--- src/rtl/iss_pkg.sv ---
package iss_pkg;

   typedef enum logic [2:0] {
      SRC_NONE,
      SRC_DIV,
      SRC_SWINT,
      SRC_BRK,
      SRC_INTO,
      SRC_NMI,
      SRC_INTR,
      SRC_STEP
   } src_e;

   typedef enum logic [1:0] {
      S_IDLE,
      S_ACK,
      S_CAPT
   } ack_state_e;

endpackage

--- src/rtl/iss_nmi_latch.sv ---
module iss_nmi_latch #(
   parameter int SYNC_STAGES = 0
) (
   input  logic clk,
   input  logic rst_n,
   input  logic nmi_in,
   input  logic clear,
   output logic pending
);

   logic nmi_s;
   logic nmi_prev;
   logic rise;

   generate
      if (SYNC_STAGES == 0) begin : g_direct
         assign nmi_s = nmi_in;
      end else begin : g_sync
         logic [SYNC_STAGES-1:0] chain;
         always_ff @(posedge clk) begin
            if (!rst_n) begin
               chain <= '1;
            end else begin
               chain[0] <= nmi_in;
               for (int i = 1; i < SYNC_STAGES; i++) begin
                  chain[i] <= chain[i-1];
               end
            end
         end
         assign nmi_s = chain[SYNC_STAGES-1];
      end
   endgenerate

   assign rise = nmi_s & ~nmi_prev;

   // prev resets high: a level present at reset release is not an edge
   always_ff @(posedge clk) begin
      if (!rst_n) begin
         nmi_prev <= 1'b1;
         pending  <= 1'b0;
      end else begin
         nmi_prev <= nmi_s;
         pending  <= rise | (pending & ~clear);
      end
   end

   initial begin
      p_sync_range: assert (SYNC_STAGES >= 0 && SYNC_STAGES <= 4)
         else $error("SYNC_STAGES out of range");
   end

   p_edge_latched_r5: assert property (@(posedge clk) disable iff (!rst_n)
      rise |=> pending);
   p_hold_until_served_r5: assert property (@(posedge clk) disable iff (!rst_n)
      (pending && !clear) |=> pending);
   p_served_once_r5: assert property (@(posedge clk) disable iff (!rst_n)
      (clear && !rise) |=> !pending);

endmodule

--- src/rtl/iss_arbiter.sv ---
module iss_arbiter
   import iss_pkg::*;
#(
   parameter int TYPE_W    = 8,
   parameter int DIV_TYPE  = 0,
   parameter int STEP_TYPE = 1,
   parameter int NMI_TYPE  = 2,
   parameter int BRK_TYPE  = 3,
   parameter int OVF_TYPE  = 4
) (
   input  logic              div_fault,
   input  logic              sw_int,
   input  logic              sw_int3,
   input  logic              sw_into,
   input  logic [TYPE_W-1:0] sw_imm,
   input  logic              ovf_flag,
   input  logic              nmi_pend,
   input  logic              intr_in,
   input  logic              ien_flag,
   input  logic              step_flag,
   output src_e              kind,
   output logic [TYPE_W-1:0] fixed_type
);

   localparam logic [TYPE_W-1:0] T_DIV  = DIV_TYPE[TYPE_W-1:0];
   localparam logic [TYPE_W-1:0] T_STEP = STEP_TYPE[TYPE_W-1:0];
   localparam logic [TYPE_W-1:0] T_NMI  = NMI_TYPE[TYPE_W-1:0];
   localparam logic [TYPE_W-1:0] T_BRK  = BRK_TYPE[TYPE_W-1:0];
   localparam logic [TYPE_W-1:0] T_OVF  = OVF_TYPE[TYPE_W-1:0];

   // fixed order: instruction-caused, NMI, INTR, single step
   always_comb begin
      kind       = SRC_NONE;
      fixed_type = '0;
      if (div_fault) begin
         kind       = SRC_DIV;
         fixed_type = T_DIV;
      end else if (sw_int) begin
         kind       = SRC_SWINT;
         fixed_type = sw_imm;
      end else if (sw_int3) begin
         kind       = SRC_BRK;
         fixed_type = T_BRK;
      end else if (sw_into && ovf_flag) begin
         kind       = SRC_INTO;
         fixed_type = T_OVF;
      end else if (nmi_pend) begin
         kind       = SRC_NMI;
         fixed_type = T_NMI;
      end else if (intr_in && ien_flag) begin
         kind       = SRC_INTR;
      end else if (step_flag) begin
         kind       = SRC_STEP;
         fixed_type = T_STEP;
      end
   end

   initial begin
      p_types_fit: assert (TYPE_W >= 3 && DIV_TYPE < (1 << TYPE_W) &&
                           STEP_TYPE < (1 << TYPE_W) && NMI_TYPE < (1 << TYPE_W) &&
                           BRK_TYPE < (1 << TYPE_W) && OVF_TYPE < (1 << TYPE_W))
         else $error("fixed type numbers do not fit TYPE_W");
   end

   always_comb begin
      if (kind == SRC_INTR) begin
         p_intr_masked_r6: assert (ien_flag);
      end
      if (kind == SRC_STEP) begin
         p_step_lowest_r9: assert (!nmi_pend && !div_fault && !sw_int && !sw_int3);
      end
   end

endmodule

--- src/rtl/iss_ack_fsm.sv ---
module iss_ack_fsm
   import iss_pkg::*;
#(
   parameter int TYPE_W = 8
) (
   input  logic              clk,
   input  logic              rst_n,
   input  logic              boundary,
   input  src_e              kind,
   input  logic [TYPE_W-1:0] fixed_type,
   input  logic [TYPE_W-1:0] ack_vector,
   output logic              req_valid,
   output logic [TYPE_W-1:0] req_type,
   output logic              inta,
   output logic              idle
);

   ack_state_e st;

   always_ff @(posedge clk) begin
      if (!rst_n) begin
         st        <= S_IDLE;
         req_valid <= 1'b0;
         req_type  <= '0;
      end else begin
         req_valid <= 1'b0;
         case (st)
            S_IDLE: begin
               if (boundary) begin
                  if (kind == SRC_INTR) begin
                     st <= S_ACK;
                  end else if (kind != SRC_NONE) begin
                     req_valid <= 1'b1;
                     req_type  <= fixed_type;
                  end
               end
            end
            S_ACK: st <= S_CAPT;
            S_CAPT: begin
               st        <= S_IDLE;
               req_valid <= 1'b1;
               req_type  <= ack_vector;
            end
            default: st <= S_IDLE;
         endcase
      end
   end

   assign inta = (st == S_ACK);
   assign idle = (st == S_IDLE);

   p_inta_single_r7: assert property (@(posedge clk) disable iff (!rst_n)
      inta |=> !inta);
   p_vector_follows_r7: assert property (@(posedge clk) disable iff (!rst_n)
      inta |=> ##1 (req_valid && req_type == $past(ack_vector)));
   p_no_req_during_ack_r10: assert property (@(posedge clk) disable iff (!rst_n)
      inta |-> !req_valid);
   p_req_needs_boundary_r11: assert property (@(posedge clk) disable iff (!rst_n)
      req_valid |-> ($past(boundary) || $past(st) == S_CAPT));

endmodule

--- src/rtl/int_source_select.sv ---
module int_source_select
   import iss_pkg::*;
#(
   parameter int TYPE_W          = 8,
   parameter int NMI_SYNC_STAGES = 0,
   parameter int DIV_TYPE        = 0,
   parameter int STEP_TYPE       = 1,
   parameter int NMI_TYPE        = 2,
   parameter int BRK_TYPE        = 3,
   parameter int OVF_TYPE        = 4
) (
   input  logic              clk,
   input  logic              rst_n,
   input  logic              boundary,
   input  logic              nmi_in,
   input  logic              intr_in,
   input  logic              ien_flag,
   input  logic              step_flag,
   input  logic              ovf_flag,
   input  logic              div_fault,
   input  logic              sw_int,
   input  logic              sw_int3,
   input  logic              sw_into,
   input  logic [TYPE_W-1:0] sw_imm,
   input  logic [TYPE_W-1:0] ack_vector,
   output logic              req_valid,
   output logic [TYPE_W-1:0] req_type,
   output logic              inta
);

   logic              nmi_pend;
   logic              nmi_take;
   logic              idle;
   src_e              kind;
   logic [TYPE_W-1:0] fixed_type;

   assign nmi_take = boundary & idle & (kind == SRC_NMI);

   iss_nmi_latch #(
      .SYNC_STAGES(NMI_SYNC_STAGES)
   ) u_nmi (
      .clk    (clk),
      .rst_n  (rst_n),
      .nmi_in (nmi_in),
      .clear  (nmi_take),
      .pending(nmi_pend)
   );

   iss_arbiter #(
      .TYPE_W   (TYPE_W),
      .DIV_TYPE (DIV_TYPE),
      .STEP_TYPE(STEP_TYPE),
      .NMI_TYPE (NMI_TYPE),
      .BRK_TYPE (BRK_TYPE),
      .OVF_TYPE (OVF_TYPE)
   ) u_arb (
      .div_fault (div_fault),
      .sw_int    (sw_int),
      .sw_int3   (sw_int3),
      .sw_into   (sw_into),
      .sw_imm    (sw_imm),
      .ovf_flag  (ovf_flag),
      .nmi_pend  (nmi_pend),
      .intr_in   (intr_in),
      .ien_flag  (ien_flag),
      .step_flag (step_flag),
      .kind      (kind),
      .fixed_type(fixed_type)
   );

   iss_ack_fsm #(
      .TYPE_W(TYPE_W)
   ) u_fsm (
      .clk       (clk),
      .rst_n     (rst_n),
      .boundary  (boundary),
      .kind      (kind),
      .fixed_type(fixed_type),
      .ack_vector(ack_vector),
      .req_valid (req_valid),
      .req_type  (req_type),
      .inta      (inta),
      .idle      (idle)
   );

   p_nmi_beats_intr_r9: assert property (@(posedge clk) disable iff (!rst_n)
      (boundary && idle && nmi_pend && !div_fault && !sw_int && !sw_int3)
         |=> (req_valid || !inta));

endmodule

--- config.mk ---
export PLATFORM = sky130hd
export DESIGN_NAME = int_source_select
export DESIGN_NICKNAME = d
export VERILOG_FILES = /design/src/rtl/iss_pkg.sv /design/src/rtl/iss_nmi_latch.sv /design/src/rtl/iss_arbiter.sv /design/src/rtl/iss_ack_fsm.sv /design/src/rtl/int_source_select.sv
export SDC_FILE = /design/constraint.sdc
export NUM_CORES = 1
export LEC_CHECK = 0
export BUFFER_PORTS_ARGS = -buffer_cell sky130_fd_sc_hd__buf_2
export CAP_MARGIN = 20
export CORE_MARGIN = 4
export CORE_UTILIZATION = 40
export DETAILED_ROUTE_END_ITERATION = 6
export MAX_ROUTING_LAYER = met4
export PLACE_DENSITY = 0.79
export SLEW_MARGIN = 20
export SYNTH_ARGS = -nofsm -noshare
export SYNTH_HDL_FRONTEND = slang
export SYNTH_SLANG_ARGS = --single-unit
--- constraint.sdc ---
create_clock -name clk -period 1.8 [get_ports clk]
set_input_delay 0.36 -clock clk [delete_from_list [all_inputs] [get_ports clk]]
set_output_delay 0.36 -clock clk [all_outputs]
set_load 0.01 [all_outputs]
==> results of run 1 <==
-- cells in the mapped netlist --
master / instances
a22oi_1: 1
clkbuf_1: 1
and3b_1: 1
or4_1: 1
o21ai_0: 5
a211o_1: 2
buf_2: 2
a21o_1: 1
nor3_1: 2
mux2i_1: 5
or3_1: 2
nor2_1: 7
o311ai_0: 1
inv_1: 3
o21bai_1: 2
nor2b_4: 1
o31ai_1: 1
a21oi_1: 5
a211oi_1: 2
o211ai_1: 2
nand2b_1: 5
a32o_1: 1
buf_6: 1
and2b_1: 2
a32oi_1: 1
nor4_2: 1
nand2_1: 6
nor3b_1: 5
o311a_1: 1
nand3_1: 1
a21boi_2: 1
a221oi_2: 1
and2_1: 6
dfxtp_1: 13
-- power by group through the flow --
stage / combinational, mW / sequential, mW / clock (mW)
2_1_floorplan: 0.0693 / 0.317 / 0
3_3_place_gp: 0.122 / 0.312 / 0
3_5_place_dp: 0.126 / 0.313 / 0
4_1_cts: 0.126 / 0.306 / 0.179
5_1_grt: 0.140 / 0.308 / 0.195
6_report: 0.126 / 0.306 / 0.170
-- worst reg2reg max path, stage by stage, from the launching register on --
cell and delay [ps]:
dfxtp_1 380, nor2b_4 340, nor4_2 100, a211o_1 440
a221oi_2 240
-- registers in the layout, summed over array words and instances, names as in the netlist --
name and flops:
u_fsm.req_valid 1, u_fsm.st 2, u_nmi.nmi_prev 1, u_nmi.pending 1, u_fsm.req_type 8
-- stage by stage --
stage                       util  total power, mW  cell area (sq um)  cells  worst slack (ps)
after global placement    0.5465           0.4345              984.7    151             177.8
final                     0.5611           0.6019               1011    155             212.0
after floorplan                -           0.3861              785.8     92             410.2
after detailed placement  0.5465           0.4381              984.7    151             75.31
after global routing      0.5611           0.6431               1011    155             78.66
after CTS                 0.5611           0.6107               1011    155             195.8
-- cell families after synthesis --
family	after synthesis	share of synthesized area
AOI/OAI and AO/OA	27	0.2532
buffers and inverters	7	0.04617
DFF	13	0.3312
muxes	5	0.06370
and+or+nand+nor	40	0.3057
-- layer usage --
metal | wire (um) | up-vias
met4 | 10 | 0
met5 | 0 | -
met2 | 824 | 35
met3 | 185 | 2
li1 | - | 412
met1 | 819 | 367
-- worst paths after layout --
path                                          end  slack [ps]  cells past startpoint
worst max-delay path            u_fsm.req_type[0]         210                      4
worst min-delay path               u_nmi.nmi_prev         300                      2
worst min register to register  u_fsm.req_type[6]         460                      2
worst max register to register  u_fsm.req_type[0]         210                      4
-- area by class of cell --
cell class,instances,area (sq um)
multi-input cells,72,489.2
flip-flops and latches,13,260.3
fillers,191,790.8
well taps,25,31.28
clock buffers,4,26.28
inverters,3,11.26
repair buffers,38,192.7
-- cells in the final DEF (no fill, tap or decap), types with 3 or more instances in the layout --
cell and count:
inv_1 3, a21oi_1 5, and2_1 6, nand2b_1 5, dfxtp_1 13, nor3b_1 5, buf_2 37, nor2_1 7
o21ai_0 5, mux2i_1 5, clkbuf_4 3, nand2_1 6
==> metrics.yaml, run 1 <==
synth_area_leaders: "dfxtp_1, mux2i_1, and2_1"
nets: 159
port_buffers: 37
cp_data_required_time_ps: 1980
synth.top_cell.area_share: 0.3312
hold_violations: 0
tns_ps: 0
fin_skew_ps: 4.272
cp_cell_sequence: "nor2b_4 > nor4_2 > a211o_1 > a221oi_2"
grt_util_all_layers: 0.1503
clockBufferDepth: 2
drtIter0Drc: 12
rsz0062_at_grt: "no"
syn-num-nets: 120
cpMaxStageDelayCell: "a211o_1"
worstHoldPathType: "in2reg"
io_pins: 38
period_share: 0.8822
yosys.area.top_type: "dfxtp_1"
ant_nets: 0
avgViaCountPerCell: 5.265
r2r-start: "u_fsm.st[1]"
drc: 0
met1_usage: 0.1776
synth_seq_cells: 13
slew-limit-headroom: 0.6694
hp-start: "nmi_in"
startpoint: "u_fsm.st[1]"
start_util: 0.4361
cts.hold.buffers_added: 0
diodes: 0
layout-drive-gt1-share: 0.3462
critPathKind: "reg2reg"
syn_area_sq_um: 785.8
wl_mm: 1.840
holdWs_ps: 297.8
p_sw_uw: 154.8
yosysWarnings: 0
cts_root_buf: "clkbuf_4"
clock_sinks: 13
grt-ovfl-total: 0
grt_busiest_layer: "met2"
p_clk_frac: 0.283
synth_cell_type_count: 34
drv_cap: 0
core_sq_um: 1802
clk_latency_ps: 270
area_delta_synth_final_pct: 28.66
combPwrFrac: 0.209
vias: 816
p_leak_nw: 0.4702
tightest_slew_ps: 489.7
slew_viol_final: 0
power_density_nw_per_um2: 595.3
final.min_clock_period_ps: 1588
grt_max_degree: 17
grt_pass1_wl_mm: 3.022
seqPwrFrac: 0.508
start_kind: "flop"
die_w_um: 52.32
cp_top_family: "compound AO/OA/AOI/OAI gates"
status: "finished, final reports clean"
p_sw_frac: 0.2572
synth_area_per_cell_sq_um: 8.541
path_clk_slew_ps: 70
dieArea_sq_um: 2737
fmax_ghz: 0.6297
wl_per_cell_um: 11.87
cts_setup_buffers: 0
grt_pass1_vias: 776
synth-seq-area-share: 0.3312
firstDrtPassIters: 6
cp-end-kind: "flop"
crit_path_max_incr_delay_ps: 440
use_met2: 0.2335
cts_tree: "yes"
use_met3: 0.03989
cts_buffers: 3
cts-resized-gates: 0
htree_num_levels: 1
peakVddDrop_uv: 328.1
globalplace.congestion: 0.8561
dp_hpwl_mm: 1.482
intPower_uw: 447.1
antenna_found_initial: 0
crit_buf_inv: 0
setup_violations: 0
num_rows: 15
crit_fanout: 15
chipHeight_um: 52.32
syn_inst: 92
critical_path_arrival_ps: 1770
Note: power is estimated with default switching activity, not from simulation.
==> inputs of run 2 (changes only) <==
Settings changed: CTS_BUF_LIST from default to sky130_fd_sc_hd__clkbuf_4, PLACE_DENSITY 0.79 to 0.8, SYNTH_HIERARCHICAL from default to 1.
==> run 2 against run 1 <==
Effect of this change: worst hold slack lost 6.6 ps; die area fell by 6.8%; design area increased by 5.7%; combinational power is 41% higher; flip-flop and latch count did not move; global-route usage up 1.8 points; critical endpoint is now u_fsm/req_type[4].
==> metrics.yaml, run 2 <==
r2r_slack_ps: 30  # -180 ps
start_kind: "flop"
syn_inst: 77  # -16%
cts_tree: "yes"
io_pins: 38  # unchanged
synthFlopType: "dfxtp_1"
seq_area_sq_um: 261.5  # +0.48%
yosysMostFrequentCell: "dfxtp_1"
dp_hpwl_mm: 1.566  # +5.7%
grt-ovfl-total: 0  # unchanged
drv_cap: 0  # unchanged
grt_util_all_layers: 0.1678  # +0.01753
slew-limit-headroom: 0.7012  # +0.03182
cp-end-kind: "flop"
hold_violations: 0  # unchanged
start_util: 0.4188  # -0.01727
synth.top_cell.area_share: 0.3599  # +0.02865
synth-edff-count: 0  # unchanged
place_inst: 144  # -4.6%
synth_area_per_cell_sq_um: 9.392  # +10%
synth_area_leaders: "dfxtp_1, o221a_1, o21a_1"
multiInputGateArea_sq_um: 481.7  # -1.5%
tns_ps: 0  # unchanged
final_common_cell: "buf_2"
htree_num_levels: 1  # unchanged
grt_max_degree: 14  # -3
fmax_ghz: 0.5662  # -10%
synth_common_cells: "dfxtp_1, o21a_1, o221a_1"
period_share: 0.9813  # +0.09904
path_clk_slew_ps: 80  # about the same
avgViaCountPerCell: 5.333  # +1.3%
wl_mm: 2.168  # +18%
cp_data_required_time_ps: 1960  # -20 ps
firstDrtPassIters: 6  # unchanged
vias: 800  # -2.0%
p_total_uw: 686.2  # +14%
wl_per_cell_um: 14.45  # +22%
critical_path_arrival_ps: 1920  # +150 ps
mostFrequentLayoutCells: "buf_2, dfxtp_1, buf_4"
status: "finished, final reports clean"
crit_path_max_incr_delay_ps: 420  # -20 ps
drtIter0Drc: 11  # -1
diodes: 0  # unchanged
critPathKind: "reg2reg"
cts_root_buf: "clkbuf_4"
synth-seq-area-share: 0.3599  # +0.02865
clockBufferDepth: 2  # unchanged
clock_sinks: 13  # unchanged
cts_buffers: 3  # unchanged
num_rows: 15  # unchanged
nets: 154  # -3.1%
crit_fanout: 5  # -10
fillers: 160  # -16%
final_core_util: 0.6188  # +0.05773
rsz0062_at_grt: "yes"
drc: 0  # unchanged
port_buffers: 37  # unchanged
layout-drive-gt1-share: 0.4880  # +0.1418
final_cells: 150  # -3.2%
syn-num-nets: 105  # -13%
regMostFlops: "u_fsm/req_type"
cp_cell_sequence: "a21oi_4 > a2111oi_4 > xor2_2 > o31a_1 > o221a_1"
tightest_slew_ps: 445.2  # -44.51 ps
ant_nets: 0  # unchanged
synth_cell_type_count: 28  # -18%
yosys.area.top_type: "dfxtp_1"
cpMaxStageDelayCell: "a2111oi_4"
grt_pass1_wl_mm: 3.256  # +7.7%
area_delta_synth_final_pct: 47.75
clk_latency_ps: 270  # about the same
setup_violations: 0  # unchanged
power_density_nw_per_um2: 642.2  # +7.9%
peakVddDrop_uv: 344.8  # +5.1%
p_leak_nw: 0.4870  # +3.6%
die_w_um: 50.52  # -3.4%
grt_pass1_vias: 794  # +2.3%
slew_viol_final: 0  # unchanged
synth_seq_cells: 13  # unchanged
chipHeight_um: 50.52  # -3.4%
top_regs: "u_fsm/req_type x8, u_fsm/st x2"
syn_area_sq_um: 723.2  # -8.0%
yosysWarnings: 6  # +6
async_flop_share: 0  # unchanged
dieArea_sq_um: 2552  # -6.8%
core_sq_um: 1727  # -4.2%
final.min_clock_period_ps: 1766  # +178.3 ps
worstHoldPathType: "in2reg"
fin_skew_ps: 3.575  # -0.6970 ps
antenna_found_initial: 0  # unchanged
globalplace.congestion: 0.8290  # -3.2%
largest_reg_flops: 8  # unchanged
[run 2: changes by cell type in the layout (fill, tap and decap cells not counted), sizes merged, moves of 4 or more]
cell	delta
o21a	+8
mux2i	-5
nor3b	-5
o21ai	-4
buf	+8
o221a	+8
[run 2: per-layer routing]
layer  vias up  wire (um)  global-route usage
li1        387          -                   -
met1       378        908              0.1917
met2        29       1103              0.2739
met3         6        110             0.03561
met4         0         46             0.08969
met5         -          0                   -
[run 2: final timing paths]
kind	to	startpoint	depth (start not counted)
hold / removal	u_nmi/nmi_prev	nmi_in	2
setup / recovery	u_fsm/req_type[4]	u_nmi/pending	5
setup reg to reg	u_fsm/req_type[4]	u_nmi/pending	5
hold reg to reg	u_nmi/pending	u_nmi/nmi_prev	2
[run 2: cells by family after synthesis]
family                 after synthesis  share of synthesized area
buffers and inverters                6                    0.04151
flip-flops                          13                     0.3599
XOR/XNOR                             1                    0.01211
AND/OR/NAND/NOR                     27                     0.2076
AO/OA/AOI/OAI                       30                     0.3789
[run 2: layout make-up]
cell class	instances	share of cell area
clock buffer	4	0.02810
sequential	13	0.2447
timing repair buffer	46	0.2365
inverter	3	0.01054
tap	25	0.02927
multi-input combinational	59	0.4508
[run 2: what timing repair did]
action | CTS | global route
hold buffers | 0 | 0
buffers inserted | 0 | 1
setup endpoints to repair | 0 | 8
resized for setup | 0 | 7
[run 2: per-stage QoR]
step / worst slack, ps / cell area [sq um] / hold slack, ps
detailed placement: -128.8 / 980.9 / 502.6
global route: -30.13 / 1069 / 299.5
floorplan: 51.01 / 723.2 / 433.0
finish: 33.69 / 1069 / 291.2
global placement: -79.44 / 980.9 / 488.4
CTS: 13.96 / 1011 / 287.8
[run 2: report_power, final]
group	switching [mW]	internal, mW	total (mW)
clock network	0.0916	0.101	0.192
registers	0.00996	0.306	0.316
logic	0.0894	0.0884	0.178
[run 2: critical path: cells and delay by family, from the launching register on]
family,cells,cell delay [ps]
xor gates and xnor gates,1,170
AOI/OAI and AO/OA,4,1130
DFF,1,350
==> inputs of run 3 (changes only) <==
--- a/config.mk
+++ b/config.mk
@@ -11,3 +11,3 @@
 export CORE_UTILIZATION = 40
-export CTS_BUF_LIST = sky130_fd_sc_hd__clkbuf_4
+export CTS_BUF_LIST = sky130_fd_sc_hd__clkbuf_8
 export DETAILED_ROUTE_END_ITERATION = 6
--- a/constraint.sdc
+++ b/constraint.sdc
@@ -3,2 +3,2 @@
 set_output_delay 0.36 -clock clk [all_outputs]
-set_load 0.01 [all_outputs]
+set_load 0.005 [all_outputs]
==> run 3 against run 2 <==
Effect of this change: design area grew 1.4%; sequential power about the same; register-to-register slack barely moved; critical endpoint is now u_fsm/req_type[3]; critical path depth is the same; core utilization increased by 0.87 points; setup slack better by 5.4 ps.
==> metrics.yaml, run 3 (synthesis gave the netlist of run 2 again) <==
combPwrFrac: 0.232  # -0.027
peakVddDrop_uv: 439.9  # +28%
layout-drive-gt1-share: 0.4800  # -0.008000
period_share: 0.9783  # -0.002975
hp-start: "nmi_in"
diodes: 0  # unchanged
grt-ovfl-total: 0  # unchanged
grt_pass1_vias: 809  # +1.9%
power_density_nw_per_um2: 682.7  # +6.3%
critPathKind: "reg2reg"
dp_slack_ps: -128.8  # unchanged
nets: 154  # unchanged
wl_mm: 2.175  # +0.32%
tightest_slew_ps: 456.3  # +11.15 ps
cp-end-kind: "flop"
r2r-start: "u_nmi/pending"
dieArea_sq_um: 2552  # unchanged
clock_sinks: 13  # unchanged
slew-limit-headroom: 0.6937  # -0.007484
final_cells: 150  # unchanged
path_clk_slew_ps: 50  # -30 ps
core_sq_um: 1727  # unchanged
crit_fanout: 5  # unchanged
num_rows: 15  # unchanged
rsz0062_at_grt: "yes"
io_pins: 38  # unchanged
hold_violations: 0  # unchanged
place_inst: 144  # unchanged
final.min_clock_period_ps: 1761  # -5.354 ps
vias: 796  # -0.50%
fmax_ghz: 0.5679  # +0.30%
place_area_sq_um: 980.9  # unchanged
htree_num_levels: 1  # unchanged
setup_ws_ps: 39.04  # +5.354 ps
wl_per_cell_um: 14.50  # +0.32%
intPower_uw: 545.1  # +10%
drc: 0  # unchanged
start_kind: "flop"
worstHoldPathType: "in2reg"
top_regs: "u_fsm/req_type x8, u_fsm/st x2"
area_delta_synth_final_pct: 49.83
cts_tree: "yes"
avgViaCountPerCell: 5.307  # -0.50%
chipHeight_um: 50.52  # unchanged
fin_skew_ps: 1.682  # -1.894 ps
cts_root_buf: "clkbuf_8"
status: "finished, final reports clean"
regMostFlops: "u_fsm/req_type"
clk_latency_ps: 240  # -30 ps
fin_area_sq_um: 1084  # +1.4%
cts_buffers: 3  # unchanged
slew_viol_final: 0  # unchanged
critical_path_arrival_ps: 1880  # -40 ps
startpoint: "u_nmi/pending"
top_layer: "met4"
cts.hold.buffers_added: 0  # unchanged
p_sw_uw: 194.6  # +1.9%
cp_data_required_time_ps: 1920  # -40 ps
p_clk_frac: 0.340  # +0.060
die_w_um: 50.52  # unchanged
p_sw_frac: 0.2631  # -0.01523
dp_hpwl_mm: 1.566  # unchanged
ant_nets: 0  # unchanged
grt_max_degree: 14  # unchanged
fillers: 156  # -2.5%
drv_cap: 0  # unchanged
drtIter0Drc: 13  # +2
clockBufferDepth: 2  # unchanged
seqPwrFrac: 0.428  # -0.033
globalplace.congestion: 0.8290  # unchanged
mostFrequentLayoutCells: "buf_2, dfxtp_1, buf_4"
route.met3.wl_um: 134  # +22%
start_util: 0.4188  # unchanged
p_leak_nw: 0.4955  # +1.7%
largest_reg_flops: 8  # unchanged
grt_pass1_wl_mm: 3.339  # +2.5%
firstDrtPassIters: 4  # -2
wl_met2_mm: 1.099  # -0.36%
wl_met1_um: 894  # -1.5%
final_common_cell: "buf_2"
antenna_found_initial: 0  # unchanged
grt_util_all_layers: 0.1716  # +0.003814
port_buffers: 37  # unchanged
setup_violations: 0  # unchanged
run 3: changes by cell type in the layout (fill, tap and decap cells not counted), sizes merged:
cell	before	now
inv	3	4
clkbuf	4	3
run 3: final cells by class:
| cell class | count | area [sq um] | area share |
|---|---|---|---|
| clock buffer | 3 | 41.29 | 0.03811 |
| sequential | 13 | 261.5 | 0.2413 |
| inverter | 3 | 11.26 | 0.01039 |
| timing repair buffer | 46 | 252.7 | 0.2333 |
| tap | 25 | 31.28 | 0.02887 |
| clock inverter | 1 | 3.754 | 0.003464 |
| multi-input combinational | 59 | 481.7 | 0.4446 |
run 3: power by group through the flow:
stage	Clock (mW)	Combinational, mW	Sequential [mW]
after global placement	0	0.147	0.321
after detailed placement	0	0.151	0.322
after global routing	0.275	0.187	0.318
after CTS	0.253	0.153	0.316
final	0.251	0.171	0.317
after floorplan	0	0.0726	0.323
run 3: routing by layer:
layer / GRT usage / vias up
met5: - / -
met4: 0.1031 / 0
met3: 0.02671 / 6
met2: 0.2804 / 33
met1: 0.1971 / 370
li1: - / 387
run 3: critical path, cell delays in order (launching register included):
cell and delay [ps]:
dfxtp_2 340, a21oi_4 50, a2111oi_4 420, xor2_2 170
o31a_1 410, o221a_1 250
run 3: worst paths after layout:
path	to	slack, ps	depth (start not counted)
hold reg to reg	u_nmi/pending	500	2
setup reg to reg	u_fsm/req_type[3]	40	5
hold / removal	u_nmi/nmi_prev	320	2
setup / recovery	u_fsm/req_type[3]	40	5
run 3: timing repair:
item | 4_1_cts | 5_1_grt
endpoints found under the setup margin | 0 | 8
gates resized for setup | 0 | 7
setup buffers | 0 | 1
run 3: per-stage QoR:
| stage | utilization | hold WS, ps | power (mW) | setup TNS, ps |
|---|---|---|---|---|
| final | 0.6275 | 324.3 | 0.7397 | 0 |
| after global routing | 0.6275 | 339.0 | 0.7802 | -99.52 |
| after CTS | 0.5942 | 323.3 | 0.7218 | 0 |
| after detailed placement | 0.5681 | 502.6 | 0.4724 | -955.0 |
| after global placement | 0.5681 | 488.4 | 0.4679 | -643.2 |
| after floorplan | - | 433.0 | 0.3952 | 0 |
